## config.mk

```make
export PLATFORM = sky130hd
export DESIGN_NAME = pfc_pwm_core
export DESIGN_NICKNAME = d
export VERILOG_FILES = /design/src/rtl/pfc_pwm_pkg.sv /design/src/rtl/pwm_period_timer.sv /design/src/rtl/pwm_ramp_cmp.sv /design/src/rtl/pwm_spike_filter.sv /design/src/rtl/pfc_pwm_core.sv
export SDC_FILE = /design/constraint.sdc
export NUM_CORES = 1
export LEC_CHECK = 0
export ABC_AREA = 0
export BUFFER_PORTS_ARGS = -buffer_cell sky130_fd_sc_hd__buf_2
export CORE_MARGIN = 2
export CORE_UTILIZATION = 58
export CTS_CLUSTER_SIZE = 10
export DETAILED_ROUTE_END_ITERATION = 10
export PLACE_DENSITY_LB_ADDON = 0.3
export SETUP_SLACK_MARGIN = 0.5
export SYNTH_ARGS = -nofsm -noshare
export SYNTH_HDL_FRONTEND = slang
export SYNTH_SLANG_ARGS = --single-unit
```

## constraint.sdc

```tcl
create_clock -name clk -period 4.1 [get_ports clk]
set_input_delay 0.615 -clock clk [delete_from_list [all_inputs] [get_ports clk]]
set_output_delay 0.615 -clock clk [all_outputs]
set_load 0.005 [all_outputs]
```

## src/rtl/pfc_pwm_pkg.sv

```systemverilog
package pfc_pwm_pkg;

    // Set/reset latch pair of the switching cycle
    typedef struct packed {
        logic pwm_on;
        logic ilim;
    } pwm_latch_t;

endpackage

```

## src/rtl/pwm_period_timer.sv

```systemverilog
module pwm_period_timer #(
    parameter int PERIOD_CYC = 1000,
    parameter int MINOFF_CYC = 50
) (
    input  logic clk,
    input  logic rst_n,
    input  logic fault_i,
    output logic hold_now_o,
    output logic hold_next_o
);
    localparam int CW = (PERIOD_CYC > 1) ? $clog2(PERIOD_CYC) : 1;
    localparam logic [CW-1:0] LAST  = CW'(PERIOD_CYC - 1);
    localparam logic [CW-1:0] MINOFF = CW'(MINOFF_CYC);

    typedef struct packed {
        logic [CW-1:0] cnt;
    } timer_t;

    timer_t st_d, st_q;

    always_comb begin
        st_d = st_q;
        if (fault_i) begin
            st_d.cnt = '0;
        end else if (st_q.cnt == LAST) begin
            st_d.cnt = '0;
        end else begin
            st_d.cnt = st_q.cnt + 1'b1;
        end
    end

    always_ff @(posedge clk or negedge rst_n) begin
        if (!rst_n) begin
            st_q <= '0;
        end else begin
            st_q <= st_d;
        end
    end

    assign hold_now_o  = (st_q.cnt < MINOFF);
    assign hold_next_o = (st_d.cnt < MINOFF);

endmodule

```

## src/rtl/pwm_ramp_cmp.sv

```systemverilog
module pwm_ramp_cmp #(
    parameter int CMD_W = 10
) (
    input  logic             clk,
    input  logic             rst_n,
    input  logic             hold_now_i,
    input  logic             hold_next_i,
    input  logic [CMD_W-1:0] cmd_i,
    input  logic [CMD_W-1:0] trim_i,
    output logic [CMD_W-1:0] ramp_o,
    output logic             cross_next_o
);
    typedef struct packed {
        logic [CMD_W-1:0] ramp;
    } ramp_t;

    ramp_t            st_d, st_q;
    logic [CMD_W-1:0] eff;

    always_comb begin
        eff  = (cmd_i > trim_i) ? (cmd_i - trim_i) : '0;
        st_d = st_q;
        if (hold_next_i || hold_now_i) begin
            st_d.ramp = '0;
        end else if (st_q.ramp != {CMD_W{1'b1}}) begin
            st_d.ramp = st_q.ramp + 1'b1;
        end
        cross_next_o = (st_d.ramp >= eff);
    end

    always_ff @(posedge clk or negedge rst_n) begin
        if (!rst_n) begin
            st_q <= '0;
        end else begin
            st_q <= st_d;
        end
    end

    assign ramp_o = st_q.ramp;

endmodule

```

## src/rtl/pwm_spike_filter.sv

```systemverilog
module pwm_spike_filter #(
    parameter int FILT_CYC = 20
) (
    input  logic clk,
    input  logic rst_n,
    input  logic raw_i,
    output logic trip_next_o
);
    localparam int FW = $clog2(FILT_CYC + 1);
    localparam logic [FW-1:0] FULL = FW'(FILT_CYC);

    typedef struct packed {
        logic [FW-1:0] run;
    } filt_t;

    filt_t st_d, st_q;

    always_comb begin
        st_d = st_q;
        if (!raw_i) begin
            st_d.run = '0;
        end else if (st_q.run != FULL) begin
            st_d.run = st_q.run + 1'b1;
        end
        trip_next_o = (st_d.run == FULL);
    end

    always_ff @(posedge clk or negedge rst_n) begin
        if (!rst_n) begin
            st_q <= '0;
        end else begin
            st_q <= st_d;
        end
    end

endmodule

```

## src/rtl/pfc_pwm_core.sv

```systemverilog
module pfc_pwm_core
    import pfc_pwm_pkg::*;
#(
    parameter int PERIOD_CYC = 1000,
    parameter int MINOFF_CYC = 50,
    parameter int FILT_CYC   = 20,
    parameter int CMD_W      = 10
) (
    input  logic             clk,
    input  logic             rst_n,
    input  logic             fault_i,
    input  logic             ilim_raw_i,
    input  logic [CMD_W-1:0] cmd_i,
    input  logic [CMD_W-1:0] trim_i,
    output logic             gate_o
);
    logic             hold_now, hold_next;
    logic             cross_next, trip_next;
    logic [CMD_W-1:0] ramp_q;
    pwm_latch_t       lat_d, lat_q;

    pwm_period_timer #(
        .PERIOD_CYC(PERIOD_CYC),
        .MINOFF_CYC(MINOFF_CYC)
    ) u_timer (
        .clk        (clk),
        .rst_n      (rst_n),
        .fault_i    (fault_i),
        .hold_now_o (hold_now),
        .hold_next_o(hold_next)
    );

    pwm_ramp_cmp #(
        .CMD_W(CMD_W)
    ) u_ramp (
        .clk         (clk),
        .rst_n       (rst_n),
        .hold_now_i  (hold_now),
        .hold_next_i (hold_next),
        .cmd_i       (cmd_i),
        .trim_i      (trim_i),
        .ramp_o      (ramp_q),
        .cross_next_o(cross_next)
    );

    pwm_spike_filter #(
        .FILT_CYC(FILT_CYC)
    ) u_filt (
        .clk        (clk),
        .rst_n      (rst_n),
        .raw_i      (ilim_raw_i),
        .trip_next_o(trip_next)
    );

    // Opening interval wins over the set inputs of both latches
    always_comb begin
        lat_d = lat_q;
        if (hold_next) begin
            lat_d = '0;
        end else begin
            lat_d.pwm_on = lat_q.pwm_on | cross_next;
            lat_d.ilim   = lat_q.ilim | trip_next;
        end
    end

    always_ff @(posedge clk or negedge rst_n) begin
        if (!rst_n) begin
            lat_q <= '0;
        end else begin
            lat_q <= lat_d;
        end
    end

    assign gate_o = lat_q.pwm_on & ~lat_q.ilim & ~fault_i;

endmodule

```

==> Word-level counts from Yosys, hierarchy flattened <==
Index checks and enable logic that the tools add are counted.
{ "op_classes": {"n_reduce_logical": 1, "eq_ne": 4, "addsub": 4, "magnitude_cmp": 4, "mux": 8, "bitwise_logic": 6} }
{ "ops": {"columns": ["cell", "n"], "rows": [
  ["10-bit two-way mux", 5],
  ["10-bit by 1-bit adder with 10-bit output, second input constant", 2],
  ["10-bit by 6-bit < comparator with 1-bit output, second input constant", 2],
  ["10-bit equality test, second input constant", 1],
  ["10-bit >= comparator", 1],
  ["10-bit greater-than comparator", 1],
  ["5-bit two-way mux", 2],
  ["10-bit inequality test, second input constant", 1],
  ["10-bit subtractor", 1],
  ["5-bit by 1-bit adder with 5-bit output, second input constant", 1],
  ["5-bit equality test, second input constant", 1],
  ["5-bit inequality test, second input constant", 1],
  ["1-bit bitwise AND", 2],
  ["2-bit two-way mux", 1],
  ["1-bit NOT", 2],
  ["1-bit OR", 2],
  ["1-bit logical OR", 1]
]} }
{ "word_totals": {"ff_bits": 27, "wordCells": 32, "out_inout_bits": 1, "inputBits": 24} }

==> Longest topological paths before layout <==
Gate-level depths: netlist of the first run.
{ "depth": {"word_depth": 9, "mapped_depth": 17, "ltp_nobuf": 17} }

==> By module <==
Synthesis of the first run repeated with hierarchy kept, for this count alone.
{ "unflattened": {"hier_cells": 255, "hier_area_um2": 2210.9} }
{ "modules_own_cells": {"columns": ["mod", "cells_per_inst", "n_inst", "area_each_um2", "seq_area_each_um2"], "rows": [
  ["pwm_ramp_cmp", 152, 1, 1202.4, 250.2],
  ["pwm_period_timer", 69, 1, 626.9, 250.2],
  ["pwm_spike_filter", 29, 1, 299.0, 125.1],
  ["pfc_pwm_core", 5, 1, 82.6, 50.0]
]} }

==> Least setup slack after synthesis of the first run <==
No wires, ideal clock.
{ "synth_timing": {"kind": "input to register", "startpoint": "input cmd_i[0]", "endpoint": "register lat_q[1] in the netlist's numbering", "setup_slack_ns": 0.807, "setup_time_ns": 0.133, "required_ns": 3.967, "n_path_buf": 1, "cell_stages": 17, "arrival_time_ns": 3.159, "path_cell_list": "inv_1 > ha_1 > inv_1 > fa_1 > a21o_1 > a21oi_1 > o21ai_0 > o21ba_2 > o31a_1 > clkbuf_1 > nand2_1 > ha_1 > a21o_1 > a21oi_1 > o21ai_0 > nand3_1 > a31oi_1"} }
{ "synth_lines": {"columns": ["item", "line", "source"], "rows": [
  ["start, declared", "pfc_pwm_core.sv:13", "input logic [CMD_W-1:0] cmd_i,"],
  ["end signal, assigned", "pfc_pwm_core.sv:70", "lat_q <= lat_d;"],
  ["end, declared", "pfc_pwm_core.sv:20", "pwm_latch_t lat_d, lat_q;"]
]} }

==> impl_metrics.yaml, run 1 <==
yosys:
  ys_ff_latch: 27
  syn_inst: 254
  synth_async_sr_flop_share_pct: 100
  synth_cell_type_count: 50
  ys_warn_count: 0
  ys_seq_area_share_pct: 30.4
  synth-edff-count: 0
  synth_area_um2: 2220
  syn_nets: 303
  ys.flop_type: "dfrtp_1"
  synth.avg_cell_area_um2: 8.75
clocking:
  ctsResizeCount: 0
  clk_root_buffer_cell: "clkbuf_8"
  cts_hold_buf: 0
  cts_setup_buffers: 0
  tritoncts: "done"
  numCtsBuffers: 3
  clock-sinks: 27
  htreeDepth: 1
  clk-insertion-delay-late_ns: 0.27
  cts.clk_slew.worst_paths_ns: 0.09
  clk_path_buf_depth: 2
place:
  dp_hpwl_um: 3580
  gp_congestion: 0.902
  place_area_um2: 2380
  port_buffers: 24
run:
  drv_cap: 0
setup_path:
  r2r_start: "u_timer.st_q[1]"
  r2r_slack_ns: 0.77
  cp.buffers_inverters: 1
  cpPeakStageDelay_ns: 0.53
  crit_path_max_fanout: 7
  worstReg2RegEnd: "lat_q[1]"
  slowest_stage: "nor4_2"
  startpoint_type: "register"
  crit_required_ns: 4.28
  crit_top_cell: "ha_1"
  cp_top_family: "simple AND/OR/NAND/NOR gates"
  rr_worst_depth: 13
  path_class: "reg2reg"
  arrival_ns: 3.51
  crit_chain: "ha_1 -> and2_2 -> nand4_4 -> o21bai_4 -> nor4_1 -> nor4_2 -> buf_4 -> nor3_1 -> ha_1 -> o21ai_0 -> a21oi_1 -> nand3_1 -> a31oi_1"
  endpoint_kind: "register"
finish:
  multi_input_comb_area_um2: 1440
  regArea_um2: 676
  synthToLayoutAreaGrowth_pct: 9.12
  n_fill_cell: 331
  nets: 329
  final_common_cell: "dfrtp_1"
  final_cell_mix: "dfrtp_1, nor2_1, ha_1, buf_2, nand2_1"
  fin_area_um2: 2430
  final_layout_size_suffix_gt1_share_pct: 15.1
  diodes: 0
timing:
  slew_headroom_pct: 59.5
  slew_viol_final: 0
  rsz0062_at_grt: "no"
  period_share_pct: 81.1
  hold_viol_final: 0
  setup_viol: 0
  fin_tns_setup_ns: 0
  finalCriticalPeriod_ns: 3.33
  tightest_slew_ns: 0.603
  hold_ws_ns: 0.345
  skew_ns: 0.00545
  fmax_ghz: 0.301
global_routing:
  met1_usage_pct: 26.6
  grt_max_degree: 28
  met3_usage_pct: 1.53
  grtUsageMet2_pct: 43.7
  grt_overflow: 0
  first_global_vias: 1885
  grt_pass1_wl_um: 7850
  antenna_found_initial: 0
  top_usage_layer: "met2"
  grt_usage_pct: 22.6
power:
  vdd_drop_max_v: 0.000145
  leakage_nw: 1.08
  power_density_nw_per_um2: 233
drt:
  wire_per_inst_um: 13.9
  drt-total-wl_um: 4540
  drtPass1Iterations: 4
  via_per_inst: 5.71
  drtIter0Drc: 137
  antenna_left: 0
  vias: 1866
  route.detailed.drc: 0
floorplanning:
  dieArea_um2: 4340
  start_util_pct: 60.7
  io_pins: 25
  die_w_um: 65.9
  fp-row-count: 22
  fp.dieH_um: 65.9
  core-area_um2: 3660
run_status:
  outcome: "complete, no violations"
min_path:
  min_path_type: "in2async"
[sequential cells by signal (all words and copies together) (netlist names)]
| register | flops |
|---|---|
| u_timer.st_q | 10 |
| u_filt.st_q | 5 |
| lat_q | 2 |
| u_ramp.ramp_o | 10 |
[layer usage]
metal / up-vias / part of all wire (%) / routed length, um
met5: - / 0 / 0
met2: 31 / 52 / 2340
met3: 2 / 2.2 / 99
li1: 956 / - / -
met4: 0 / 0.64 / 29
met1: 877 / 45 / 2060
[report_power, final]
group          leakage, nW  switching [mW]  internal [mW]
combinational        0.689          0.0743         0.0614
sequential           0.372         0.00650          0.271
clock               0.0228          0.0835         0.0696
total                 1.08           0.164          0.402
[worst max-delay path by stage]
| stage | startpoint | to | depth (start not counted) |
|---|---|---|---|
| 6_report | u_timer.st_q[1] | lat_q[1] | 13 |
| 5_1_grt | u_timer.st_q[1] | lat_q[1] | 13 |
| 4_1_cts | u_timer.st_q[1] | lat_q[1] | 13 |
| 3_5_place_dp | cmd_i[0] | lat_q[1] | 17 |
| 3_3_place_gp | cmd_i[0] | lat_q[1] | 17 |
| 2_1_floorplan | cmd_i[0] | lat_q[1] | 17 |
[synth_stat cells, types with 2 or more instances]
cell | number | area (um^2)
dfrtp_1 | 27 | 676
o21ai_0 | 18 | 90.1
and3_1 | 5 | 31.3
a31oi_1 | 3 | 18.8
xor2_1 | 5 | 43.8
nor3_1 | 13 | 65.1
a21o_1 | 3 | 22.5
nor4_1 | 3 | 18.8
xnor2_1 | 14 | 123
inv_1 | 20 | 75.1
nor2_1 | 26 | 97.6
and4_1 | 2 | 17.5
a21oi_1 | 9 | 45.0
a221oi_2 | 2 | 30.0
buf_6 | 2 | 22.5
nor2b_1 | 3 | 18.8
clkbuf_1 | 2 | 7.51
ha_1 | 24 | 300
nand2b_1 | 2 | 12.5
nand4_1 | 2 | 12.5
mux2i_1 | 3 | 30.0
nand2_1 | 21 | 78.8
and2_1 | 4 | 25.0
nand3_1 | 11 | 55.1
a211oi_1 | 3 | 22.5
o211ai_1 | 3 | 22.5
[stage by stage]
step	std cells	setup WS (ns)	power [mW]	utilization, %
2_1_floorplan	254	0.807	0.379	-
3_3_place_gp	323	0.641	0.415	65.0
3_5_place_dp	323	0.507	0.417	65.0
4_1_cts	327	0.780	0.567	66.3
5_1_grt	327	0.502	0.595	66.3
6_report	327	0.773	0.566	66.3
[final cells by class]
class                      instances  area share [%]
timing repair buffer              25            5.26
multi-input combinational        203            59.5
clock buffer                       4            1.86
sequential                        27            27.8
tap                               48            2.48
inverter                          20            3.09
[cell families after synthesis]
group                    count (synthesis)  synth area share [%]
AO/OA/AOI/OAI                           52                  16.7
XOR/XNOR                                19                  7.48
adder cells (fa/ha/maj)                 25                  14.4
buffers and inverters                   24                  4.73
flip-flops                              27                  30.4
multiplexers                             3                  1.35
AND/OR/NAND/NOR                        104                  24.9
No activity file was read; power rests on OpenSTA's default activity.
==> run 2, diff against run 1 <==
==> constraint.sdc (replaced) <==
create_clock -name clk -period 3.3 [get_ports clk]
set_input_delay 0.495 -clock clk [delete_from_list [all_inputs] [get_ports clk]]
set_output_delay 0.495 -clock clk [all_outputs]
set_load 0.005 [all_outputs]
==> run 2 against run 1 <==
Effect of this change: hold slack worse by 0.12 ns; largest power group unchanged; die area is the same; power increased by 27%; via count rose by 6.8%; sequential cell count stayed put; wire length up 7.3%; setup slack got worse by 0.46 ns; non-clock buffer count grew 14; sequential share of layout area down 2.6 points.
==> impl_metrics.yaml, run 2 (synthesized netlist as in run 1, its figures left out) <==
power:
  power_density_nw_per_um2: 268
  power_mw: 0.720
  leakage_nw: 1.20
  vdd_drop_max_v: 0.000179
drt:
  wire_per_inst_um: 14.3
  drtIter0Drc: 138
  vias: 1993
  route.detailed.drc: 0
  antenna_left: 0
  via_per_inst: 5.84
  drtPass1Iterations: 4
  drt-total-wl_um: 4870
timing:
  slew_headroom_pct: 59.5
  period_share_pct: 90.5
  hold_viol_final: 0
  slew_viol_final: 0
  hold_ws_ns: 0.229
  skew_ns: 0.00216
  tightest_slew_ns: 0.608
  fin_tns_setup_ns: 0
  rsz0062_at_grt: "yes"
  setup_slack_ns: 0.313
  setup_viol: 0
  finalCriticalPeriod_ns: 2.99
  fmax_ghz: 0.335
floorplanning:
  io_pins: 25
  dieArea_um2: 4340
  start_util_pct: 60.7
  die_w_um: 65.9
  core-area_um2: 3660
  fp-row-count: 22
  fp.dieH_um: 65.9
setup_path:
  endpoint_kind: "register"
  crit_required_ns: 3.44
  path_class: "reg2reg"
  slowest_stage: "dfrtp_1"
  arrival_ns: 3.13
  cpPeakStageDelay_ns: 0.40
  startpoint_type: "register"
  cp.buffers_inverters: 1
  cp_top_family: "simple AND/OR/NAND/NOR gates"
  crit_path_max_fanout: 7
  crit_chain: "ha_2 -> and3_4 -> and2b_4 -> mux2i_4 -> a221oi_2 -> nor4_2 -> buf_4 -> or2_4 -> ha_4 -> nand2b_1 -> a21o_1 -> a21oi_2 -> o21ai_1 -> nand3_1 -> a31oi_1"
clocking:
  htreeDepth: 1
  clk_root_buffer_cell: "clkbuf_8"
  cts_hold_buf: 0
  clock-sinks: 27
  tritoncts: "done"
  numCtsBuffers: 3
  clk-insertion-delay-late_ns: 0.27
  cts.clk_slew.worst_paths_ns: 0.09
  clk_path_buf_depth: 2
finish:
  synthToLayoutAreaGrowth_pct: 20.7
  diodes: 0
  instances_no_fill: 341
  final_cell_mix: "dfrtp_1, nor2_1, buf_2, nand2_1, ha_1"
  nets: 343
  final_common_cell: "dfrtp_1"
  final_layout_size_suffix_gt1_share_pct: 25.9
  fin_util_pct: 73.3
  fin_area_um2: 2680
global_routing:
  antenna_found_initial: 0
  first_global_vias: 1914
  grt_overflow: 0
  grt_pass1_wl_um: 7950
  grt_max_degree: 28
  grt_usage_pct: 23.3
min_path:
  min_path_type: "in2async"
place:
  place_worst_setup_slack_ns: 0.0391
  dp_hpwl_um: 3620
  gp_congestion: 0.900
  dp_cells: 327
  port_buffers: 24
  place_area_um2: 2460
run:
  drv_cap: 0
run_status:
  outcome: "complete, no violations"
run 2: final timing paths:
| kind | start | to | slack (ns) | depth (start not counted) |
|---|---|---|---|---|
| worst max-delay path | u_timer.st_q[0] | lat_q[1] | 0.31 | 15 |
| worst min-delay path | rst_n | u_filt.st_q[0] | 0.23 | 1 |
| worst max register to register | u_timer.st_q[0] | lat_q[1] | 0.31 | 15 |
| worst min register to register | lat_q[0] | lat_q[0] | 0.51 | 2 |
| max in group asynchronous | rst_n | u_timer.st_q[3] | 2.64 | 1 |
| min in group clk | ilim_raw_i | u_filt.st_q[3] | 0.49 | 3 |
run 2: repair_timing:
item	in CTS	in global routing
pin swaps	5	9
setup endpoints to repair	1	1
buffers inserted	10	0
gates resized for setup	7	15
run 2: area by class of cell:
cell class / instances / area, um^2
inverter: 20 / 87.6
multi-input combinational: 203 / 1570
sequential: 27 / 678
timing repair buffer: 39 / 240
clock buffer: 4 / 45.0
fill: 300 / 978
tap: 48 / 60.1
run 2: where the power goes:
| group | leakage, nW | switching (mW) | internal, mW | total (mW) |
|---|---|---|---|---|
| Combinational | 0.806 | 0.105 | 0.0899 | 0.195 |
| Sequential | 0.369 | 0.00575 | 0.336 | 0.342 |
| Clock | 0.0228 | 0.0965 | 0.0863 | 0.183 |
run 2: per-layer routing:
metal	vias up	wire length [um]	GRT usage, %
li1	984	-	-
met1	943	2140	27.4
met2	58	2490	43.4
met3	8	176	1.87
met4	0	60	8.59
met5	-	0	0
run 2: worst reg2reg max path: stages (launching register included):
cell and delay, ns:
dfrtp_1 0.40, ha_2 0.21, and3_4 0.19, and2b_4 0.19
mux2i_4 0.19, a221oi_2 0.30, nor4_2 0.07, buf_4 0.17
or2_4 0.25, ha_4 0.20, nand2b_1 0.14, a21o_1 0.19
a21oi_2 0.12, o21ai_1 0.08, nand3_1 0.09, a31oi_1 0.08
